File: src/rtl/dqb_pkg.sv
package dqb_pkg;
   typedef enum logic {
      ST_IDLE  = 1'b0,
      ST_BURST = 1'b1
   } dqb_state_e;
endpackage

File: src/rtl/dqb_fifo.sv
module dqb_fifo #(
   parameter int W     = 32,
   parameter int DEPTH = 8,
   localparam int AW   = (DEPTH > 1) ? $clog2(DEPTH) : 1,
   localparam int CW   = $clog2(DEPTH + 1)
) (
   input  logic          clk,
   input  logic          rst_n,
   input  logic          push,
   input  logic [W-1:0]  din,
   input  logic          pop,
   output logic [W-1:0]  dout,
   output logic [CW-1:0] count,
   output logic          full
);
   logic [W-1:0]  mem [DEPTH];
   logic [AW-1:0] head, tail;

   function automatic logic [AW-1:0] step(input logic [AW-1:0] i);
      return (i == AW'(DEPTH - 1)) ? '0 : i + 1'b1;
   endfunction

   always_ff @(posedge clk) begin
      if (push) mem[tail] <= din;
   end

   always_ff @(posedge clk) begin
      if (!rst_n) begin
         head  <= '0;
         tail  <= '0;
         count <= '0;
      end else begin
         if (push) tail <= step(tail);
         if (pop)  head <= step(head);
         case ({push, pop})
            2'b10:   count <= count + 1'b1;
            2'b01:   count <= count - 1'b1;
            default: count <= count;
         endcase
      end
   end

   assign dout = mem[head];
   assign full = (count == CW'(DEPTH));
endmodule

File: src/rtl/dqb_room.sv
module dqb_room #(
   parameter int PTR_W = 10
) (
   input  logic [PTR_W-1:0] wr_idx,
   input  logic [PTR_W-1:0] rd_idx,
   input  logic [PTR_W-1:0] size,
   output logic [PTR_W-1:0] room
);
   logic [PTR_W:0] diff;

   always_comb begin
      if (rd_idx > wr_idx)
         diff = {1'b0, rd_idx} - {1'b0, wr_idx} - 1'b1;
      else
         diff = {1'b0, size} - {1'b0, wr_idx} + {1'b0, rd_idx} - 1'b1;
   end

   assign room = diff[PTR_W-1:0];
endmodule

File: src/rtl/dqb_ctrl.sv
module dqb_ctrl
   import dqb_pkg::*;
#(
   parameter int DEPTH = 8,
   parameter int HWM   = 6,
   parameter int PTR_W = 10,
   localparam int CW   = $clog2(DEPTH + 1),
   localparam int XW   = ((PTR_W > CW) ? PTR_W : CW) + 1
) (
   input  logic             clk,
   input  logic             rst_n,
   input  logic             en,
   input  logic [CW-1:0]    count,
   input  logic [PTR_W-1:0] room,
   input  logic [PTR_W-1:0] size,
   output logic             pop,
   output logic             beat,
   output logic             first_beat,
   output logic [PTR_W-1:0] addr,
   output logic [CW-1:0]    seg_len,
   output logic [PTR_W-1:0] wr_ptr,
   output logic             done,
   output logic             err
);
   dqb_state_e    state;
   logic          first;
   logic [CW-1:0] seg_left, rest;
   logic [XW-1:0] thr_x, want_x, room_x, n_x, end_x, seg_x;
   logic          due, last_slot;

   always_comb begin
      thr_x     = en ? XW'(HWM) : XW'(1);
      want_x    = en ? XW'(count) : XW'(1);
      room_x    = XW'(room);
      n_x       = (room_x < want_x) ? room_x : want_x;
      end_x     = XW'(size) - XW'(wr_ptr);
      seg_x     = (n_x < end_x) ? n_x : end_x;
      due       = (state == ST_IDLE) && (XW'(count) >= thr_x);
      last_slot = (XW'(addr) + 1'b1) == XW'(size);
   end

   always_ff @(posedge clk) begin
      if (!rst_n) begin
         state    <= ST_IDLE;
         first    <= 1'b0;
         addr     <= '0;
         seg_len  <= '0;
         seg_left <= '0;
         rest     <= '0;
         wr_ptr   <= '0;
         done     <= 1'b0;
         err      <= 1'b0;
      end else begin
         done <= 1'b0;
         err  <= 1'b0;
         if (state == ST_IDLE) begin
            if (due) begin
               if (room == '0) begin
                  err <= 1'b1;
               end else begin
                  state    <= ST_BURST;
                  addr     <= wr_ptr;
                  seg_len  <= CW'(seg_x);
                  seg_left <= CW'(seg_x);
                  rest     <= CW'(n_x - seg_x);
                  first    <= 1'b1;
               end
            end
         end else begin
            first <= 1'b0;
            if (seg_left == CW'(1)) begin
               wr_ptr <= last_slot ? '0 : addr + 1'b1;
               done   <= 1'b1;
               if (rest != '0) begin
                  addr     <= '0;
                  seg_len  <= rest;
                  seg_left <= rest;
                  rest     <= '0;
                  first    <= 1'b1;
               end else begin
                  state <= ST_IDLE;
               end
            end else begin
               addr     <= addr + 1'b1;
               seg_left <= seg_left - 1'b1;
            end
         end
      end
   end

   assign beat       = (state == ST_BURST);
   assign pop        = beat;
   assign first_beat = beat && first;
endmodule

File: src/rtl/dqb_burst_stager.sv
module dqb_burst_stager #(
   parameter int DESC_W = 32,
   parameter int DEPTH  = 8,
   parameter int HWM    = 6,
   parameter int PTR_W  = 10,
   localparam int LEN_W = $clog2(DEPTH + 1)
) (
   input  logic              clk,
   input  logic              rst_n,
   input  logic              fifo_en,
   input  logic              push_valid,
   input  logic [DESC_W-1:0] push_data,
   output logic              push_ready,
   input  logic [PTR_W-1:0]  host_rd_ptr,
   input  logic [PTR_W-1:0]  queue_size,
   output logic              bw_valid,
   output logic              bw_start,
   output logic [PTR_W-1:0]  bw_addr,
   output logic [LEN_W-1:0]  bw_len,
   output logic [DESC_W-1:0] bw_data,
   output logic [PTR_W-1:0]  wr_ptr,
   output logic              wr_done,
   output logic              wr_err
);
   generate
      if (DEPTH < 2) begin : g_bad_depth
         $error("dqb_burst_stager: DEPTH must be at least 2");
      end
      if (HWM < 1 || HWM > DEPTH) begin : g_bad_hwm
         $error("dqb_burst_stager: HWM must lie in 1..DEPTH");
      end
      if (PTR_W < 2) begin : g_bad_ptr
         $error("dqb_burst_stager: PTR_W must be at least 2");
      end
      if (DESC_W < 1) begin : g_bad_w
         $error("dqb_burst_stager: DESC_W must be positive");
      end
   endgenerate

   logic             full, pop, push;
   logic [LEN_W-1:0] count;
   logic [PTR_W-1:0] room;

   assign push_ready = !full;
   assign push       = push_valid && !full;

   dqb_fifo #(.W(DESC_W), .DEPTH(DEPTH)) u_fifo (
      .clk   (clk),
      .rst_n (rst_n),
      .push  (push),
      .din   (push_data),
      .pop   (pop),
      .dout  (bw_data),
      .count (count),
      .full  (full)
   );

   dqb_room #(.PTR_W(PTR_W)) u_room (
      .wr_idx (wr_ptr),
      .rd_idx (host_rd_ptr),
      .size   (queue_size),
      .room   (room)
   );

   dqb_ctrl #(.DEPTH(DEPTH), .HWM(HWM), .PTR_W(PTR_W)) u_ctrl (
      .clk        (clk),
      .rst_n      (rst_n),
      .en         (fifo_en),
      .count      (count),
      .room       (room),
      .size       (queue_size),
      .pop        (pop),
      .beat       (bw_valid),
      .first_beat (bw_start),
      .addr       (bw_addr),
      .seg_len    (bw_len),
      .wr_ptr     (wr_ptr),
      .done       (wr_done),
      .err        (wr_err)
   );
endmodule

File: config.mk
export PLATFORM = sky130hd
export DESIGN_NAME = dqb_burst_stager
export DESIGN_NICKNAME = d
export VERILOG_FILES = /design/src/rtl/dqb_pkg.sv /design/src/rtl/dqb_fifo.sv /design/src/rtl/dqb_room.sv /design/src/rtl/dqb_ctrl.sv /design/src/rtl/dqb_burst_stager.sv
export SDC_FILE = /design/constraint.sdc
export NUM_CORES = 1
export LEC_CHECK = 0
export ABC_AREA = 0
export BUFFER_PORTS_ARGS = -buffer_cell sky130_fd_sc_hd__buf_2
export CORE_MARGIN = 10
export CORE_UTILIZATION = 45
export CTS_CLUSTER_SIZE = 20
export DETAILED_ROUTE_END_ITERATION = 8
export PLACE_DENSITY = 0.64
export SKIP_LAST_GASP = 1
export SYNTH_ARGS = -nofsm -noshare
export SYNTH_HDL_FRONTEND = slang
export SYNTH_SLANG_ARGS = --single-unit
File: constraint.sdc
create_clock -name clk -period 10.79 [get_ports clk]
set_input_delay 2.158 -clock clk [delete_from_list [all_inputs] [get_ports clk]]
set_output_delay 2.158 -clock clk [all_outputs]
set_load 0.02 [all_outputs]
* Word level (Yosys, flattened, before mapping) *
Memory sizes are Yosys's and may differ from the RTL's. A register that Yosys moved wholly into a read port is not among the register bits.
Index checks and enable logic that the tools add are counted.
Widths: inputs -> output; s select.

word-level totals
  memory bits (writable) = 256
  memories = 1
  input bits = 56
  bits in registers = 46
  output and inout port bits = 61
  logic and storage cells = 99

operators by class
  bitwise logic cells = 3
  reductions and logical operators = 14
  equal/unequal tests = 11
  $lt $le $gt $ge = 4
  $add $sub $neg = 13
  mux-type cells = 41

memory list
  name        words  bits a word  rd ports  clocked after memory_dff  write ports  line            source
  u_fifo.mem  8      32           1         1                         1            dqb_fifo.sv:16  logic [W-1:0] mem [DEPTH];

operator list
  operator               count
  $mux 10                8
  $mux 4                 14
  $sub 10x1->10 const B  2
  $mux 3                 5
  $mux 1                 13
  $add 10x1->11 const B  1
  $eq 11x10->1           1
  $ge 4x11->1            1
  $lt 10x11->1           1
  $lt 11x11->1           1
  $sub 10x10->11         1
  $add 10x1->10 const B  1
  $add 10x10->10         1
  $gt 10x10->1           1
  $logic_not 10->1       1
  $sub 10x10->10         1
  $pmux 4 s2             1
  $sub 4x1->4 const B    2
  $add 3x1->3 const B    2
  $eq 3x3->1 const B     2
  $reduce_and 2->1       3
  $add 4x1->4 const B    1
  $eq 4x1->1 const B     1
  $eq 4x4->1 const B     1
  other kinds (14)       20

* Depth between registers and ports, before layout *
Gate-level depths: netlist of run 1.

  depth after elaboration = 12
  depth in mapped cells = 35

* Hierarchy *
From an unflattened synthesis of run 1, not the netlist that was laid out.

unflattened totals
  cells, all modules = 1004
  area total of the unflattened synthesis = 14849.2 um^2

by module, submodules not included
  module            area each (um^2)  cells an instance  times used  sequential area each (um^2)
  dqb_fifo          10431.3           442                1           7947.6
  dqb_ctrl          3153.0            396                1           720.7
  dqb_room          1255.0            164                1           0.0
  dqb_burst_stager  10.0              2                  1           0.0

* Least setup slack after synthesis of run 1 *
OpenSTA, ideal clock, no wires.

  path kind = in2reg
  start point = in queue_size[0]
  end point = reg u_ctrl.rest[1]
  path slack = 2.672 ns
  library setup time = 0.128 ns
  stages = 32
  required time = 10.662 ns
  arrival = 7.990 ns
  path buffers = 0
  path through = inv_1 ha_1 inv_1 fa_1 a21o_1 a21oi_1 o21bai_1 a21oi_1 xor2_1 ha_1 inv_1 ha_1 and3_1 a221oi_2 a21oi_1 xnor2_1 xnor3_1 o21ai_2 nand3_1 mux2_2 ha_1 a21oi_1 nand2_1 and3_1 o21ai_1 a21oi_2 mux2i_1 inv_1 fa_1 inv_1 a22oi_1 nor2_1

on the way
  word-level cells in the longest chain between the ends = 12
  elaborated cells between the ends (all ways) = 15
  those cells by class = 4 x add/sub; 2 x order compare; 1 x eq/ne; 6 x mux; 2 x reduce/logical

RTL lines
  item                    line                    source
  start: declaration      dqb_burst_stager.sv:15  input logic [PTR_W-1:0] queue_size,
  $sub 10x10->11 (*)      dqb_ctrl.sv:36          end_x = XW'(size) - XW'(wr_ptr);
  $add 10x10->10          dqb_room.sv:15          diff = {1'b0, size} - {1'b0, wr_idx} + {1'b0, rd_idx} - 1'b1;
  $sub 10x1->10           dqb_room.sv:15
  $mux 10                 dqb_room.sv:12          if (rd_idx > wr_idx)
  $lt 10x11->1            dqb_ctrl.sv:35          n_x = (room_x < want_x) ? room_x : want_x;
  $mux 10                 dqb_ctrl.sv:35
  $lt 11x11->1            dqb_ctrl.sv:37          seg_x = (n_x < end_x) ? n_x : end_x;
  $mux 4                  dqb_ctrl.sv:37
  $sub 4x4->4             dqb_ctrl.sv:65          rest <= CW'(n_x - seg_x);
  $mux 4                  dqb_ctrl.sv:58          if (room == '0) begin
  $mux 4                  dqb_ctrl.sv:57          if (due) begin
  $mux 4                  dqb_ctrl.sv:56          if (state == ST_IDLE) begin
  end signal: assignment  dqb_ctrl.sv:65
  end: declaration        dqb_ctrl.sv:27          logic [CW-1:0] seg_left, rest;

Mark *: on every way between the ends. The rest lies on a longest branch, timed or not. The select of a mux whose other input is x is not followed.
A chain may end at the register's enable or synchronous reset.

* Worst setup path after layout of run 1 *
Ends and elaborated chain as after synthesis.

==> results of run 1 <==
## worst max-delay path, delay by kind of cell
kind | cells | cell delay, ns
AOI/OAI and AO/OA | 11 | 2.24
xor gates and xnor gates | 3 | 0.72
adders and majority gates | 6 | 1.91
buffers and inverters | 6 | 0.43
muxes | 2 | 0.66
and+or+nand+nor | 5 | 0.66
## power breakdown
| group | internal [uW] | switching [uW] | total [uW] | leakage (uW) |
|---|---|---|---|---|
| Combinational | 422 | 533 | 955 | 0.00267 |
| Clock | 617 | 426 | 1040 | 0.000488 |
| Sequential | 1360 | 71.2 | 1430 | 0.00273 |
| Total | 2400 | 1030 | 3430 | 0.00588 |
## registers in the layout, indices dropped and copies added, names as in the netlist, named ones only
| register | flops |
|---|---|
| u_ctrl.first | 1 |
| u_ctrl.seg_len | 4 |
| u_fifo.head | 3 |
| u_ctrl.done | 1 |
| u_ctrl.beat | 1 |
| u_fifo.tail | 3 |
| u_ctrl.addr | 10 |
| u_ctrl.err | 1 |
| u_ctrl.rest | 4 |
| u_ctrl.wr_ptr | 10 |
| u_fifo.count | 4 |
| u_fifo.mem | 256 |
| u_ctrl.seg_left | 4 |
## final cells by class
cell class,count,area (um2),area share [%]
flip-flops and latches,305,8670,52.9
clock inverters,12,168,1.02
repair buffers,131,693,4.23
multi-input cells,555,5300,32.3
clock buffers,44,843,5.14
inverters,58,218,1.33
well taps,402,503,3.07
diodes,1,2.50,0.0153
## how the worst max path moves through the flow
stage,startpoint,to,slack [ns],cells after the start
global route,queue_size[0],u_ctrl.rest[2],1.89,33
floorplan,queue_size[0],u_ctrl.rest[1],2.67,32
CTS,queue_size[0],u_ctrl.rest[1],2.45,33
global placement,queue_size[0],u_ctrl.rest[1],2.12,33
detailed placement,queue_size[0],u_ctrl.rest[1],1.92,33
finish,queue_size[0],u_ctrl.rest[1],2.40,33
## stage by stage
step | hold slack [ns] | power, uW | instances
4_1_cts | 0.475 | 3460 | 1507
5_1_grt | 0.501 | 3610 | 1507
3_5_place_dp | 0.462 | 2410 | 1451
2_1_floorplan | 0.460 | 2170 | 951
3_3_place_gp | 0.461 | 2400 | 1451
6_report | 0.475 | 3430 | 1508
## metal layers
| layer | global-route usage [%] | part of all wire [%] | up-vias |
|---|---|---|---|
| met5 | 0 | 0 | - |
| met4 | 2.96 | 1.5 | 0 |
| met3 | 2.94 | 4.7 | 33 |
| met2 | 25.2 | 48 | 190 |
| met1 | 20.3 | 45 | 4116 |
| li1 | - | - | 3964 |
## kinds of logic (layout without fill, tap and decap cells)
group / after synthesis / after routing
buf+inv: 91 / 245
other cells: 1 / 5
xor+xnor: 46 / 46
mux: 104 / 104
compound gates: 158 / 158
fa+ha+maj: 70 / 70
simple gates: 173 / 173
flops: 305 / 305
## cell usage in the layout, fill, tap and decap left out, types with 13 or more instances in the layout
| cell | n |
|---|---|
| inv_1 | 56 |
| o21ai_0 | 17 |
| xnor2_1 | 24 |
| ha_1 | 65 |
| mux2_2 | 34 |
| nor2_1 | 45 |
| buf_2 | 116 |
| a21oi_1 | 42 |
| nand2b_1 | 13 |
| edfxtp_1 | 256 |
| dfxtp_1 | 46 |
| buf_4 | 15 |
| xor2_1 | 21 |
| mux4_2 | 64 |
| nand2_1 | 36 |
| clkbuf_16 | 30 |
| nand3_1 | 19 |
| a21o_1 | 17 |
==> results.toml, run 1 <==
[logic_synthesis]
postSynthAreaPerCell_um2 = 15.0
yosysUniqueCellTypes = 74
synth_top_cell_by_area = "edfxtp_1"
synthTopCellsByCount = "edfxtp_1 (256), ha_1 (65), mux4_2 (64)"
postSynthCellCount = 948
synthMuxAreaShare_pct = 13.2
synthFlopType = "edfxtp_1"
ys_ff_latch = 305
yosys_warnings = 0
synth_compound_area_share_pct = 8.06
synth_area_um2 = 14300
synthSimpleGateAreaFrac_pct = 6.12
seq_area_frac_synth_pct = 60.8
synthTopCellsByArea = "edfxtp_1 (54%), mux4_2 (10%), dfxtp_1 (6.9%)"
async_reset_ff_share_pct = 0
synth_top_area_share_pct = 53.9
yosysMostFrequentCell = "edfxtp_1"
synthAdderAreaFrac_pct = 6.41
synth_edf_count = 256
synth_xor_area_share_pct = 2.92
synth_top_family_by_area = "multiplexers"

[grt]
grt_remaining_overflow = 0
grt_pass1_vias = 8398
antenna_found_initial = 0
grt_max_degree = 65
grt_pass1_wl_um = 46800
grt_usage_pct = 15.1

[cts]
cts_buffers = 30
cts_tree = "built"
ctsHoldBuffers = 0
cts_sinks = 305
h-tree-depth = 1
cts_setup_buffers = 0
clock_tree.root_cell = "clkbuf_16"
clk_pin_slew_worst_paths_ns = 0.07
ctsLongestPathBuffers = 3
cts_resized = 0
clk_latency_ns = 0.56

[critical_path]
path_class = "in2reg"
reg2reg_slack_ns = 3.61
path_common_cell = "inv_1"
r2r_start = "u_ctrl.wr_ptr[0]"
cpPeakStageDelay_ns = 0.51
crit_slowest_cell = "fa_1"
cp_data_arrival_time_ns = 8.81
cp.required_ns = 11.21
rr_endpoint = "u_ctrl.rest[1]"
startpoint_type = "input port"
r2r_cells = 31
cp-end-kind = "register"
cp_max_fo = 5

[detailed_routing]
vias_per_cell = 5.51
drcViolationCount = 0
wl_per_cell_um = 20.0
dr.pass1.iters = 5
drt_iter0_drc = 486
wirelength_um = 30200
via_count = 8303
antenna_left = 0

[timing]
tns_ns = 0
period_needed_ns = 8.39
setup_viol = 0
slew_viol_final = 0
setup_ws_ns = 2.40
relSlewSlack_pct = 29.3
fin_skew_ns = 0.0202
worst_slew_pin_slew_ns = 1.06
timing.final.crit_share_pct = 77.8
hold_viol_final = 0
rsz0062_at_grt = "false"
fmax_mhz = 119

[flow_run]
drv_cap = 0

[floorplan]
die_w_um = 198
die_area_um2 = 39200
coreArea_um2 = 31400
io_pins = 117
initial_core_util_pct = 45.4
num_rows = 65
die_h_um = 198

[place]
place_congestion = 0.864
dpl_worst_slack_ns = 1.92
portBuffers = 116
dp_hpwl_um = 19600
placed_area_um2 = 15400

[finish]
post-route-util_pct = 52.3
nFillCells = 2612
nets = 1207
drive_gt1_share_pct = 28.3
area_growth_pct = 15.0
fin_area_um2 = 16400

[min_path]
holdPathStages = 2
min_from = "u_ctrl.wr_ptr[5]"
holdPathEnd = "u_ctrl.wr_ptr[5]"
min_path_type = "reg2reg"

[power]
p_per_area_nw_per_um2 = 209
worst_ir_drop_vdd_mv = 0.126
leakage_uw = 0.00588

[run_status]
status = "finished clean"
Power figures use the tool's default switching activity.
==> run 2, diff against run 1 <==
==> constraint.sdc (replaced) <==
create_clock -name clk -period 8.3 [get_ports clk]
set_input_delay 1.66 -clock clk [delete_from_list [all_inputs] [get_ports clk]]
set_output_delay 1.66 -clock clk [all_outputs]
set_load 0.02 [all_outputs]
==> run 2 against run 1 <==
Global-route usage up 0.45 points. Clock skew fell by 0.0060 ns. Worst setup slack got worse by 1.8 ns. Via count about the same.
==> results.toml, run 2 (synthesis gave the netlist of run 1 again) <==
[timing]
worst_slew_pin_slew_ns = 1.06
rsz0062_at_grt = "false"
timing.final.crit_share_pct = 92.2
slew_viol_final = 0
fin_skew_ns = 0.0142
period_needed_ns = 7.65
hold_viol_final = 0
relSlewSlack_pct = 29.7
fmax_mhz = 131
setup_viol = 0
tns_ns = 0
setup_ws_ns = 0.648

[detailed_routing]
wirelength_um = 30700
vias_per_cell = 5.50
via_count = 8310
dr.pass1.iters = 5
drcViolationCount = 0
drt_iter0_drc = 512
wl_per_cell_um = 20.4
antenna_left = 0

[grt]
grt_pass1_vias = 8472
use_met2_pct = 25.7
grt_max_degree = 44
gr-max-usage-layer = "met2"
grt_use_met3_pct = 3.11
grt_remaining_overflow = 0
antenna_found_initial = 0
grt_usage_pct = 15.6
grt_pass1_wl_um = 48000
grtUsageMet1_pct = 21.0

[critical_path]
crit_slowest_cell = "fa_1"
path_class = "in2reg"
startpoint_type = "input port"
cp.required_ns = 8.73
cpPeakStageDelay_ns = 0.51
cp_data_arrival_time_ns = 8.08
r2r_start = "u_ctrl.wr_ptr[1]"
cp_max_fo = 5
crit_path_start = "queue_size[0]"
path_common_cell = "inv_1"
cp-end-kind = "register"

[min_path]
min_path_type = "reg2reg"
min_from = "u_ctrl.wr_ptr[8]"

[place]
place_congestion = 0.835
portBuffers = 116
dpl_worst_slack_ns = 0.117
dp_hpwl_um = 20000

[finish]
layout_common_cells = "edfxtp_1 (256), buf_2 (116), ha_1 (65)"
final_common_cell = "edfxtp_1"
drive_gt1_share_pct = 28.5
nets = 1209
largest_reg_flops = 256
regMostFlops = "u_fifo.mem"
nFillCells = 2596
area_growth_pct = 14.7
top_regs = "u_fifo.mem x256, u_ctrl.addr x10, u_ctrl.wr_ptr x10"

[cts]
cts_buffers = 30
h-tree-depth = 1
cts_resized = 0
ctsLongestPathBuffers = 3
cts_tree = "built"
ctsHoldBuffers = 0
cts_setup_buffers = 0
cts_sinks = 305
clk_pin_slew_worst_paths_ns = 0.06
clk_latency_ns = 0.56
clock_tree.root_cell = "clkbuf_16"

[power]
leakage_uw = 0.00586
p_per_area_nw_per_um2 = 268
power_uw = 4390
worst_ir_drop_vdd_mv = 0.172

[floorplan]
die_area_um2 = 39200
die_h_um = 198
initial_core_util_pct = 45.4
die_w_um = 198
io_pins = 117
coreArea_um2 = 31400
num_rows = 65

[flow_run]
drv_cap = 0

[run_status]
status = "finished clean"
## run 2: cell types whose count changed in the layout (fill, tap and decap cells not counted), moves of 2 or more
| cell | before | now |
|---|---|---|
| clkinv_2 | 3 | 5 |
| buf_4 | 15 | 17 |
| clkbuf_1 | 10 | 5 |
| clkinv_1 | 3 | 7 |
| clkbuf_8 | 4 | 2 |
| bufinv_16 | 3 | 1 |
## run 2: cell type report
class,instances,area [um2],area share [%]
repair buffers,133,708,4.33
inverters,58,218,1.33
well taps,402,503,3.08
clock buffers,39,810,4.95
clock inverters,17,138,0.842
diodes,1,2.50,0.0153
flip-flops and latches,305,8670,53.0
multi-input cells,555,5300,32.4
## run 2: per-layer routing
metal	vias to the layer above	part of all wire [%]
li1	3940	-
met5	-	0
met2	182	49
met3	26	5.2
met4	0	1.6
met1	4162	45
## run 2: power by group
part	switching (uW)	total [uW]	internal, uW	leakage, uW
registers	101	1870	1760	0.00273
clock network	562	1280	722	0.000462
logic	687	1240	550	0.00268
total	1350	4390	3040	0.00586
## run 2: critical path, delay by kind of cell
| kind | cells | cell delay, ns |
|---|---|---|
| compound gates | 11 | 2.02 |
| fa+ha+maj | 6 | 1.90 |
| xor+xnor | 3 | 0.72 |
| simple gates | 5 | 0.70 |
| mux | 2 | 0.64 |
| buf+inv | 6 | 0.44 |
## run 2: path summary, 6_finish.rpt
| check | to | slack, ns | cells past startpoint |
|---|---|---|---|
| max | u_ctrl.rest[1] | 0.65 | 33 |
| min | u_ctrl.wr_ptr[8] | 0.48 | 2 |
| max reg2reg | u_ctrl.rest[1] | 1.35 | 29 |
| min reg2reg | u_ctrl.wr_ptr[8] | 0.48 | 2 |
## run 2: stage by stage
step	util, %	cells	hold WS [ns]	cell area, um2
after global placement	49.1	1453	0.459	15400
after CTS	52.1	1509	0.477	16400
after floorplan	-	951	0.460	14300
after global routing	52.1	1509	0.507	16400
after detailed placement	49.1	1453	0.466	15400
final	52.1	1510	0.479	16400
==> run 3, diff against run 2 <==
--- a/config.mk
+++ b/config.mk
@@ -11,6 +11,7 @@
 export CORE_UTILIZATION = 45
 export CTS_CLUSTER_SIZE = 20
 export DETAILED_ROUTE_END_ITERATION = 8
+export GPL_TIMING_DRIVEN = 0
 export PLACE_DENSITY = 0.64
 export SKIP_LAST_GASP = 1
 export SYNTH_ARGS = -nofsm -noshare
==> run 3 against run 2 <==
Register-to-register slack worse by 0.15 ns. Worst setup slack got worse by 0.18 ns. Count of clock-buffer cells in the layout up 3. Core utilization grew 0.96 points. Maximum frequency shrank 2.3%. Combinational power rose by 6%. Highest routed layer unchanged.
==> results.toml, run 3 (synthesis gave the netlist of run 1 again) <==
[run_status]
status = "finished clean"

[critical_path]
reg2reg_slack_ns = 1.20
cp_max_fo = 5
startpoint_type = "input port"
cpPeakStageDelay_ns = 0.50
rr_endpoint = "u_ctrl.rest[1]"
path_buf_inv = 6
path_class = "in2reg"
cp.required_ns = 8.70
crit_path_start = "queue_size[0]"
r2r_cells = 31
path_common_cell = "inv_1"
r2r_start = "u_ctrl.wr_ptr[0]"
crit_slowest_cell = "fa_1"
cp_data_arrival_time_ns = 8.24
cp-end-kind = "register"
cp_top_family = "compound AO/OA/AOI/OAI gates"

[finish]
largest_reg_flops = 256
nets = 1246
drive_gt1_share_pct = 28.1
antennaDiodeCount = 0
final_common_cell = "edfxtp_1"
area_growth_pct = 16.8
regMostFlops = "u_fifo.mem"
layout_common_cells = "edfxtp_1 (256), buf_2 (122), ha_1 (65)"
top_regs = "u_fifo.mem x256, u_ctrl.addr x10, u_ctrl.wr_ptr x10"
fin_area_um2 = 16700
instances_no_fill = 1546

[cts]
ctsLongestPathBuffers = 3
cts_buffers = 30
clock_tree.root_cell = "clkbuf_16"
ctsHoldBuffers = 0
cts_tree = "built"
cts_sinks = 305
clk_latency_ns = 0.55
clk_pin_slew_worst_paths_ns = 0.06
h-tree-depth = 1

[place]
place_congestion = 0.835
dp_hpwl_um = 22600
placed_area_um2 = 15700
portBuffers = 116
dpl_worst_slack_ns = -0.312
dp.cells = 1490

[timing]
fin_skew_ns = 0.0233
setup_ws_ns = 0.467
slew_viol_final = 0
period_needed_ns = 7.83
relSlewSlack_pct = 31.1
timing.final.crit_share_pct = 94.4
worst_slew_pin_slew_ns = 1.03
hold_viol_final = 0
rsz0062_at_grt = "false"
setup_viol = 0
fmax_mhz = 128

[floorplan]
num_rows = 65
coreArea_um2 = 31400
die_w_um = 198
io_pins = 117
die_area_um2 = 39200
initial_core_util_pct = 45.4
die_h_um = 198

[grt]
antenna_found_initial = 0
grt_pass1_vias = 8648
grt_usage_pct = 16.2
grt_max_degree = 25
grt_pass1_wl_um = 49500
grt_remaining_overflow = 0

[detailed_routing]
dr.pass1.iters = 4
wl_per_cell_um = 20.8
drcViolationCount = 0
drt_iter0_drc = 594
via_count = 8570
wirelength_um = 32100
vias_per_cell = 5.54
antenna_left = 0

[min_path]
holdPathEnd = "u_ctrl.wr_ptr[5]"
min_from = "u_ctrl.wr_ptr[5]"
min_path_type = "reg2reg"
holdPathStages = 2

[power]
worst_ir_drop_vdd_mv = 0.175
leakage_uw = 0.00597
p_per_area_nw_per_um2 = 270

[flow_run]
drv_cap = 0
-- run 3: cell types whose count changed in the layout (fill, tap and decap cells not counted), moves of 2 or more --
cell,change
buf_1,+8
clkinv_2,-3
bufinv_16,+2
buf_8,+3
buf_12,+3
clkbuf_1,+24
buf_2,+6
clkinvlp_4,-2
inv_6,+2
dfxtp_1,+3
buf_4,-11
dfxtp_2,-2
buf_6,+9
-- run 3: layout make-up --
type / instances / area (um2)
multi-input combinational: 555 / 5330
fill: 2640 / 14700
buffer: 33 / 131
timing repair buffer: 137 / 832
inverter: 58 / 218
clock inverter: 14 / 158
tap: 402 / 503
sequential: 305 / 8670
clock buffer: 42 / 816
-- run 3: worst max-delay path by stage --
stage / endpoint / slack, ns / cells past startpoint
4_1_cts: u_ctrl.rest[1] / 0.21 / 33
5_1_grt: u_ctrl.rest[1] / 0.01 / 33
2_1_floorplan: u_ctrl.rest[1] / 0.68 / 32
3_5_place_dp: u_ctrl.rest[1] / -0.31 / 33
3_3_place_gp: u_fifo.mem[0][10] / -0.63 / 3
6_report: u_ctrl.rest[1] / 0.47 / 33
-- run 3: metal layers --
layer	track usage, %	share of wire, %	vias to the layer above
met5	0	0	-
met4	3.19	1.6	0
met3	3.23	5.6	39
met2	26.4	48	225
met1	22.2	45	4286
li1	-	-	4020
-- run 3: repair_timing --
| item | CTS | global route |
|---|---|---|
| resized for setup | 0 | 5 |
| setup buffers | 0 | 0 |
| endpoints found under the setup margin | 0 | 3 |
| hold endpoints to repair | 0 | 0 |
-- run 3: worst min-delay path, cell delays in order, from the launching register on --
cell     delay (ns)
dfxtp_1        0.32
nand2_1        0.06
a21oi_1        0.05
-- run 3: where the power goes --
part	switching (uW)	total, uW	internal, uW
clock	555	1330	780
sequential	79.2	1840	1760
combinational	751	1320	570
-- run 3: through the flow --
stage / hold slack [ns] / power (uW) / TNS (ns) / util, %
2_1_floorplan: 0.460 / 2820 / 0 / -
4_1_cts: 0.471 / 4530 / 0 / 53.0
6_report: 0.472 / 4500 / 0 / 53.1
3_5_place_dp: 0.460 / 3190 / -0.869 / 49.9
5_1_grt: 0.487 / 4740 / 0 / 53.1
3_3_place_gp: 0.454 / 3160 / -20.73 / 48.9
